===== config.mk =====
export PLATFORM = sky130hd
export DESIGN_NAME = fcr_pause_resolver
export DESIGN_NICKNAME = d
export VERILOG_FILES = /design/src/rtl/fcr_pkg.sv /design/src/rtl/fcr_table.sv /design/src/rtl/fcr_state.sv /design/src/rtl/fcr_fields.sv /design/src/rtl/fcr_pause_resolver.sv
export SDC_FILE = /design/constraint.sdc
export NUM_CORES = 1
export LEC_CHECK = 0
export BUFFER_PORTS_ARGS = -buffer_cell sky130_fd_sc_hd__clkbuf_2
export CORE_AREA = 2 2 39 41
export CTS_CLUSTER_DIAMETER = 60
export DETAILED_ROUTE_END_ITERATION = 6
export DIE_AREA = 0 0 41 43
export PLACE_DENSITY = 0.68
export SLEW_MARGIN = 0
export SYNTH_ARGS = -nofsm -noshare
export SYNTH_HDL_FRONTEND = slang
export SYNTH_SLANG_ARGS = --single-unit

===== constraint.sdc =====
create_clock -name clk -period 1.1 [get_ports clk]
set_clock_uncertainty 0.15 [all_clocks]
set_input_delay 0.165 -clock clk [delete_from_list [all_inputs] [get_ports clk]]
set_output_delay 0.165 -clock clk [all_outputs]
set_load 0.05 [all_outputs]

===== src/rtl/fcr_pkg.sv =====
// Shared types for the pause flow-control resolver.
package fcr_pkg;
    // Encoded flow-control mode; the code values are visible at the ports.
    typedef enum logic [1:0] {
        FC_OFF     = 2'd0,
        FC_TX_ONLY = 2'd1,
        FC_RX_ONLY = 2'd2,
        FC_BIDIR   = 2'd3
    } fc_mode_e;
endpackage


===== src/rtl/fcr_table.sv =====
// Resolution table: combinational choice of flow-control mode from the
// duplex, the partner's two pause bits and the local request.
// Assumes the inputs are stable whenever the caller samples the output.
module fcr_table
    import fcr_pkg::*;
(
    input  logic     full_duplex,
    input  logic     lp_sym,
    input  logic     lp_asym,
    input  fc_mode_e req,
    output fc_mode_e resolved
);
    // Pick the mode; half duplex always forces off.
    always_comb begin
        resolved = FC_OFF;
        if (full_duplex) begin
            unique case ({lp_sym, lp_asym})
                2'b11:   resolved = req;
                2'b10:   resolved = (req == FC_BIDIR) ? FC_BIDIR   : FC_OFF;
                2'b01:   resolved = (req == FC_BIDIR) ? FC_RX_ONLY : FC_OFF;
                default: resolved = FC_OFF;
            endcase
        end
    end
endmodule


===== src/rtl/fcr_state.sv =====
// Mode register: loads the resolved mode on the strobe, holds it otherwise.
// Assumes a synchronous active-low reset that has priority over load.
module fcr_state
    import fcr_pkg::*;
(
    input  logic     clk,
    input  logic     rst_n,
    input  logic     load,
    input  fc_mode_e d,
    output fc_mode_e q
);
    // Store the mode.
    always_ff @(posedge clk) begin
        if (!rst_n)    q <= FC_OFF;
        else if (load) q <= d;
    end


    hold_without_strobe_chk: assert property (@(posedge clk) disable iff (!rst_n)
        !load |=> $stable(q));


    load_takes_value_chk: assert property (@(posedge clk) disable iff (!rst_n)
        load |=> (q == $past(d)));


    reset_wins_chk: assert property (@(posedge clk)
        !rst_n |=> (q == FC_OFF));
endmodule


===== src/rtl/fcr_fields.sv =====
// Output decode: the MAC enables and the pause-frame fields, derived from
// the stored mode. Assumes PAUSE_QUANTA fits in QW bits.
module fcr_fields
    import fcr_pkg::*;
#(
    parameter int QW           = 16,
    parameter int PAUSE_QUANTA = 64
) (
    input  fc_mode_e        mode,
    output logic            rx_en,
    output logic            tx_en,
    output logic [QW-1:0]   ptime,
    output logic [QW-1:0]   pext
);
    localparam logic [QW-1:0] ACTIVE_TIME = QW'(PAUSE_QUANTA);

    // Decode the direction enables and the frame fields.
    always_comb begin
        rx_en = (mode == FC_RX_ONLY) || (mode == FC_BIDIR);
        tx_en = (mode == FC_TX_ONLY) || (mode == FC_BIDIR);
        ptime = (mode == FC_OFF) ? '0 : ACTIVE_TIME;
        pext  = '0;
    end
endmodule


===== src/rtl/fcr_pause_resolver.sv =====
// Top of the pause flow-control resolver: samples the link state on the
// resolve strobe, registers the mode and drives the MAC pause controls.
// Assumes resolve is a single-cycle strobe, synchronous to clk.
module fcr_pause_resolver
    import fcr_pkg::*;
#(
    parameter int QW           = 16,
    parameter int PAUSE_QUANTA = 64
) (
    input  logic          clk,
    input  logic          rst_n,
    input  logic          resolve,
    input  logic          link_full_duplex,
    input  logic          lp_sym_pause,
    input  logic          lp_asym_pause,
    input  logic [1:0]    local_mode,
    output logic [1:0]    fc_mode,
    output logic          rx_pause_en,
    output logic          tx_pause_en,
    output logic [QW-1:0] pause_time,
    output logic [QW-1:0] pause_ext
);
    fc_mode_e next_mode;
    fc_mode_e cur_mode;

    fcr_table u_table (
        .full_duplex (link_full_duplex),
        .lp_sym      (lp_sym_pause),
        .lp_asym     (lp_asym_pause),
        .req         (fc_mode_e'(local_mode)),
        .resolved    (next_mode)
    );

    fcr_state u_state (
        .clk   (clk),
        .rst_n (rst_n),
        .load  (resolve),
        .d     (next_mode),
        .q     (cur_mode)
    );

    fcr_fields #(.QW(QW), .PAUSE_QUANTA(PAUSE_QUANTA)) u_fields (
        .mode  (cur_mode),
        .rx_en (rx_pause_en),
        .tx_en (tx_pause_en),
        .ptime (pause_time),
        .pext  (pause_ext)
    );

    // Drive the encoded mode out.
    always_comb fc_mode = cur_mode;


    half_duplex_off_chk: assert property (@(posedge clk) disable iff (!rst_n)
        (resolve && !link_full_duplex) |=> (fc_mode == 2'd0));


    asym_only_chk: assert property (@(posedge clk) disable iff (!rst_n)
        (resolve && link_full_duplex && !lp_sym_pause && lp_asym_pause)
        |=> (fc_mode == (($past(local_mode) == 2'd3) ? 2'd2 : 2'd0)));


    off_quiet_chk: assert property (@(posedge clk) disable iff (!rst_n)
        (fc_mode == 2'd0) |-> (!rx_pause_en && !tx_pause_en && pause_time == '0));
endmodule


==> results of run 1 <==
[cell usage after synthesis]
| library cell | number |
|---|---|
| or2_2 | 1 |
| nand3b_1 | 1 |
| clkbuf_1 | 2 |
| o21ai_1 | 1 |
| o21a_1 | 1 |
| o22ai_1 | 1 |
| nor2_1 | 1 |
| nand4_1 | 2 |
| a21oi_1 | 1 |
| and2_1 | 1 |
| buf_4 | 31 |
| dfxtp_1 | 2 |
| inv_1 | 1 |
| conb_1 | 1 |
[repair_timing]
action                     4_1_cts  5_1_grt
setup endpoints to repair        5        5
buffers inserted                 0        0
resized for setup                8        4
hold buffers                     0        0
[worst paths after layout]
| check | start | end | slack, ns | depth (start not counted) |
|---|---|---|---|---|
| setup / recovery | u_state.q[0]$_SDFFE_PN0P_ | pause_time[6] | -0.13 | 2 |
| setup reg to reg | u_state.q[0]$_SDFFE_PN0P_ | u_state.q[0]$_SDFFE_PN0P_ | 0.13 | 4 |
| hold / removal | rst_n | u_state.q[0]$_SDFFE_PN0P_ | 0.05 | 2 |
| hold reg to reg | u_state.q[1]$_SDFFE_PN0P_ | u_state.q[1]$_SDFFE_PN0P_ | 0.33 | 2 |
[placed cells by master, fill, tap and decap left out, drive strengths merged]
cell type | synthesis | routed
o21a | 1 | 1
a21oi | 1 | 1
dfxtp | 2 | 2
nand3b | 1 | 1
and2 | 1 | 1
nand4 | 2 | 2
clkbuf | 2 | 12
buf | 31 | 4
o22ai | 1 | 1
nor2 | 1 | 1
o21ai | 1 | 1
inv | 1 | 1
conb | 1 | 31
or2 | 1 | 1
[cell families (layout without fill, tap and decap cells)]
logic type,Yosys count,count (layout),share of synthesized area (%)
buffers and inverters,34,17,70.14
and+or+nand+nor,6,6,10.43
AOI/OAI and AO/OA,4,4,6.834
DFF,2,2,11.51
other,1,31,1.078
[per-layer routing]
metal / wire length [um] / vias to the layer above / share of wire (%) / global-route usage (%)
met5: 0 / - / 0 / 0
met4: 0 / 0 / 0 / 4.000
met3: 97 / 0 / 21 / 1.571
met2: 256 / 23 / 56 / 9.063
met1: 107 / 107 / 23 / 1.911
li1: - / 112 / - / -
[power breakdown]
group	leakage (nW)	switching (mW)	internal, mW
clock	0.0138	0.0367	0.120
combinational	0.187	0.265	0.0284
sequential	0.0172	0.00140	0.0753
total	0.218	0.303	0.224
[stage by stage]
stage / TNS (ns) / instance area (um^2)
after global routing: -0.2753 / 374.1
final: -0.1349 / 374.1
after global placement: 0 / 312.8
after CTS: -0.2540 / 366.6
after detailed placement: 0 / 312.8
after floorplan: -0.02986 / 470.5
[final cells by class]
type | count | area, um^2
fillers | 168 | 1010
multi-input cells | 41 | 178.9
repair buffers | 13 | 106.4
flip-flops and latches | 2 | 42.54
clock buffers | 3 | 22.52
well taps | 16 | 20.02
inverters | 1 | 3.754
[critical path: cells and delay by family, from the launching register on]
| family | cells | cell delay (ns) |
|---|---|---|
| buffers and inverters | 1 | 0.15 |
| DFF | 1 | 0.31 |
| and+or+nand+nor | 1 | 0.24 |
==> impl_metrics.csv, run 1 <==
group,metric,value,unit
status,status,"finished with violations",
status,violations,"setup timing",
placed_design,pre_cts_slack,0.02518,ns
global_route,grt_max_degree,5,
global_route,grt_overflow,0,
worst_setup_path,worstPathCellList,"or2_4, buf_8",
worst_setup_path,crit_arrival,0.92,ns
pwr,cellPowerDensity,1407,nW/um^2
route,wl_per_cell,6.066,um
clocking,cts_tree,"yes",
clocking,clkLatencyLatePin,0.22,ns
clocking,cts_htree_levels,1,
route,wl,461,um
floorplan,core-area,1384,um^2
placed_design,routabilityCongestion,0.5087,
global_route,grt_pass1_wl,503,um
worst_setup_path,cp-start-kind,"flop",
synthesis,synth.ff_latch_count,2,
floorplan,dieArea,1763,um^2
finish,finalNonFillerCells,76,
floorplan,die_h,43,um
placed_design,dpl.cell_count,73,
finish,drive_gt1_share,31.67,%
synthesis,yosysSeqAreaShare,11.51,%
route,vias,242,
route,drt_pre_antenna_iters,1,
clocking,cts_made_buffers,3,
worst_setup_path,cp_max_fo,2,
sta,rsz0062_at_grt,"true",
clocking,cts-root-buf,"clkbuf_4",
clocking,clkSinkCount,2,
route,viasPerCell,3.184,
clocking,clkTransAtPathRegs,0.03,ns
sta,fin_hold_ws,0.04706,ns
synthesis,synth_area,347.8,um^2
synthesis,synthTopCellsByArea,"buf_4 67%, dfxtp_1 12%, nand4_1 3.6%, clkbuf_1 2.2%, nand3b_1 2.2%",
finish,layout.nets,70,
pwr,ir_worst_vdd,257.7,uV
floorplan,ios,44,
route,drt_iter0_drc,0,
sta,hold_viol,0,
placed_design,dp_hpwl,403.3,um
finish,insertedDiodeCount,0,
sta,setup_viol,2,
job,maxCapViolations,0,
floorplan,die_w,41,um
synthesis,synth_top_cell_by_area,"buf_4",
synthesis,synthesis.instances,47,
route,ant_nets,0,
synthesis,yosysWarnings,0,
global_route,grtUsageTotal,4.404,%
finish,regMostFlops,"u_state.q",
worst_setup_path,critPathSlowestCell,"dfxtp_2",
sta,layout_setup_ws,-0.1343,ns
worst_setup_path,required,0.78,ns
sta,finalCritPeriodShare,112.2,%
route,drc_errors,0,
finish,syn_to_final_growth,7.554,%
sta,fmax,810.2,MHz
global_route,antenna_found_initial,0,
sta,min_period,1.234,ns
sta,slew_violations,0,
min_path,min_path_type,"in -> reg",
placed_design,io_buffers,12,
floorplan,start_util,25.14,%
synthesis,synth_top_area_share,66.91,%
finish,fin_util,27.03,%
pwr,leakage,0.2175,nW
synthesis,synth_cell_type_count,14,
global_route,grt_pass1_vias,153,
worst_setup_path,cpPeakStageDelay,0.31,ns
clocking,cts_buffer_depth,2,
finish,largest_reg_flops,2,
floorplan,rows,14,
worst_setup_path,worst-setup-path-type,"reg -> out",
worst_setup_path,worst_setup_path_end_kind,"output port",
finish,reg.largest.list,"u_state.q x2",
pwr,power,0.5263,mW
synthesis,syn_avg_cell_area,7.401,um^2
(Power assumes the default switching activity.)
==> run 2: changes to the inputs <==
==> constraint.sdc (replaced) <==
create_clock -name clk -period 1.1 [get_ports clk]
set_clock_uncertainty 0.15 [all_clocks]
set_input_delay 0 -clock clk [delete_from_list [all_inputs] [get_ports clk]]
set_output_delay 0 -clock clk [all_outputs]
set_load 0.05 [all_outputs]
==> run 2 against run 1 <==
The flow now finishes without violations. Sequential power is essentially flat. Critical endpoint unchanged. Global-route usage grew 1.0 points. Clock power is essentially flat.
==> impl_metrics.csv, run 2 (synthesized netlist as in run 1, its figures left out) <==
group,metric,value,unit
status,status,"finished clean",
route,ant_nets,0,
clocking,clkLatencyLatePin,0.22,ns
worst_setup_path,reg2reg_to,"u_state.q[0]$_SDFFE_PN0P_",
job,maxCapViolations,0,
global_route,antenna_found_initial,0,
route,vias,262,
placed_design,placedInstanceArea,302.8,um^2
clocking,cts_buffer_depth,2,
placed_design,dp_hpwl,409.4,um
floorplan,die_h,43,um
route,drt_iter0_drc,1,
min_path,min_to,"u_state.q[0]$_SDFFE_PN0P_",
min_path,hold_start,"lp_asym_pause",
finish,regMostFlops,"u_state.q",
clocking,clkTransAtPathRegs,0.03,ns
floorplan,dieArea,1763,um^2
finish,design_area,400.4,um^2
clocking,cts_htree_levels,1,
sta,fin_hold_ws,0.02617,ns
pwr,cellPowerDensity,1348,nW/um^2
min_path,hold_path_depth,4,
finish,insertedDiodeCount,0,
finish,reg.largest.list,"u_state.q x2",
sta,rsz0062_at_grt,"true",
pwr,power,0.5398,mW
sta,hold_viol,0,
global_route,grt_overflow,0,
route,drc_errors,0,
worst_setup_path,cpPeakStageDelay,0.32,ns
pwr,leakage,0.2321,nW
worst_setup_path,required,0.95,ns
pwr,ir_worst_vdd,310.8,uV
pwr,swShare,57.03,%
floorplan,ios,44,
route,wl,568,um
worst_setup_path,critPathSlowestCell,"dfxtp_2",
sta,min_period,1.072,ns
worst_setup_path,cp_max_fo,4,
worst_setup_path,r2r_slack,0.15,ns
floorplan,rows,14,
finish,syn_to_final_growth,15.11,%
finish,layout_common_cells,"31 x conb_1, 10 x clkbuf_2, 6 x dlygate4sd3_1",
sta,final.setup.tns,0,ns
pwr,cell_internal_pwr,0.2320,mW
pwr,p_seq_share,14.2,%
worst_setup_path,critPathTopFamily,"flip-flops",
global_route,grt_max_degree,5,
sta,slew_violations,0,
floorplan,core-area,1384,um^2
finish,largest_reg_flops,2,
worst_setup_path,cp.buffers_inverters,1,
pwr,clockPowerShare,29.5,%
floorplan,die_w,41,um
worst_setup_path,reg2reg_depth,4,
clocking,cts_made_buffers,3,
worst_setup_path,worst_setup_path_end_kind,"output port",
placed_design,routabilityCongestion,0.4685,
floorplan,start_util,25.14,%
finish,fin_util,28.93,%
clocking,cts_tree,"yes",
sta,finalCritPeriodShare,97.49,%
pwr,combPwrFrac,56.3,%
sta,fmax,932.5,MHz
route,drt_pre_antenna_iters,2,
worst_setup_path,worstPathCellList,"or2_4, buf_8",
clocking,cts-root-buf,"clkbuf_4",
placed_design,io_buffers,12,
finish,layout.nets,75,
sta,setup_viol,0,
route,wl_per_cell,7.012,um
worst_setup_path,cp-start-kind,"flop",
finish,drive_gt1_share,27.69,%
min_path,min_path_type,"in -> reg",
worst_setup_path,worst-setup-path-type,"reg -> out",
global_route,grt_pass1_wl,579,um
global_route,grtUsageTotal,5.405,%
finish,layout_commonest_cell,"conb_1",
global_route,grt_pass1_vias,200,
clocking,clkSinkCount,2,
route,viasPerCell,3.235,
pwr,p_switching,0.3079,mW
worst_setup_path,crit_arrival,0.92,ns
worst_setup_path,reg2reg_from,"u_state.q[0]$_SDFFE_PN0P_",
## run 2: changes by cell type in the layout (fill, tap and decap cells not counted)
cell           change
buf_4              +1
buf_6              -1
buf_8              -2
clkbuf_2           +3
clkbuf_4           -2
dlygate4sd3_1      +6
## run 2: layout make-up
| class | instances | area [um^2] |
|---|---|---|
| Multi-Input combinational cell | 41 | 178.9 |
| Clock buffer | 3 | 22.52 |
| Sequential cell | 2 | 42.54 |
| Fill cell | 154 | 983.4 |
| Inverter | 1 | 3.754 |
| Timing Repair Buffer | 18 | 132.6 |
| Tap cell | 16 | 20.02 |
## run 2: how the worst max path moves through the flow
stage	startpoint	endpoint	cells past startpoint
final	u_state.q[1]$_SDFFE_PN0P_	pause_time[6]	2
after global routing	u_state.q[1]$_SDFFE_PN0P_	pause_time[6]	2
after CTS	u_state.q[1]$_SDFFE_PN0P_	pause_time[6]	2
after detailed placement	u_state.q[0]$_SDFFE_PN0P_	pause_time[6]	2
after global placement	u_state.q[0]$_SDFFE_PN0P_	pause_time[6]	2
after floorplan	u_state.q[0]$_SDFFE_PN0P_	u_state.q[0]$_SDFFE_PN0P_	3
## run 2: worst min-delay path: cells and delay by family
family	cells	cell delay (ns)
compound gates	1	0.10
buf+inv	1	0.09
simple gates	2	0.17
## run 2: repair_timing
item / CTS / global route
gates resized for setup: 3 / 1
hold buffers: 6 / 0
endpoints found under the hold margin: 2 / 0
endpoints found under the setup margin: 1 / 2
pin swaps: 0 / 1
setup buffers: 1 / 0
## run 2: stage by stage
step | setup WS (ns) | cells
floorplan | 0.07999 | 77
global placement | 0.1320 | 72
detailed placement | 0.1259 | 72
CTS | 0.006114 | 82
global route | -0.002494 | 81
finish | 0.02761 | 81
## run 2: layer usage
metal	vias up	GRT usage [%]	share of wire [%]
li1	121	-	-
met1	115	0.6369	24
met2	26	12.50	58
met3	0	1.571	18
met4	0	6.000	0
met5	-	0	0
## run 2: power by group through the flow
stage          sequential [mW]  combinational [mW]  clock [mW]
3_3_place_gp            0.0776               0.279           0
3_5_place_dp            0.0777               0.280           0
4_1_cts                 0.0766               0.302       0.170
6_report                0.0767               0.304       0.159
5_1_grt                 0.0770               0.315       0.177
2_1_floorplan           0.0838               0.339           0
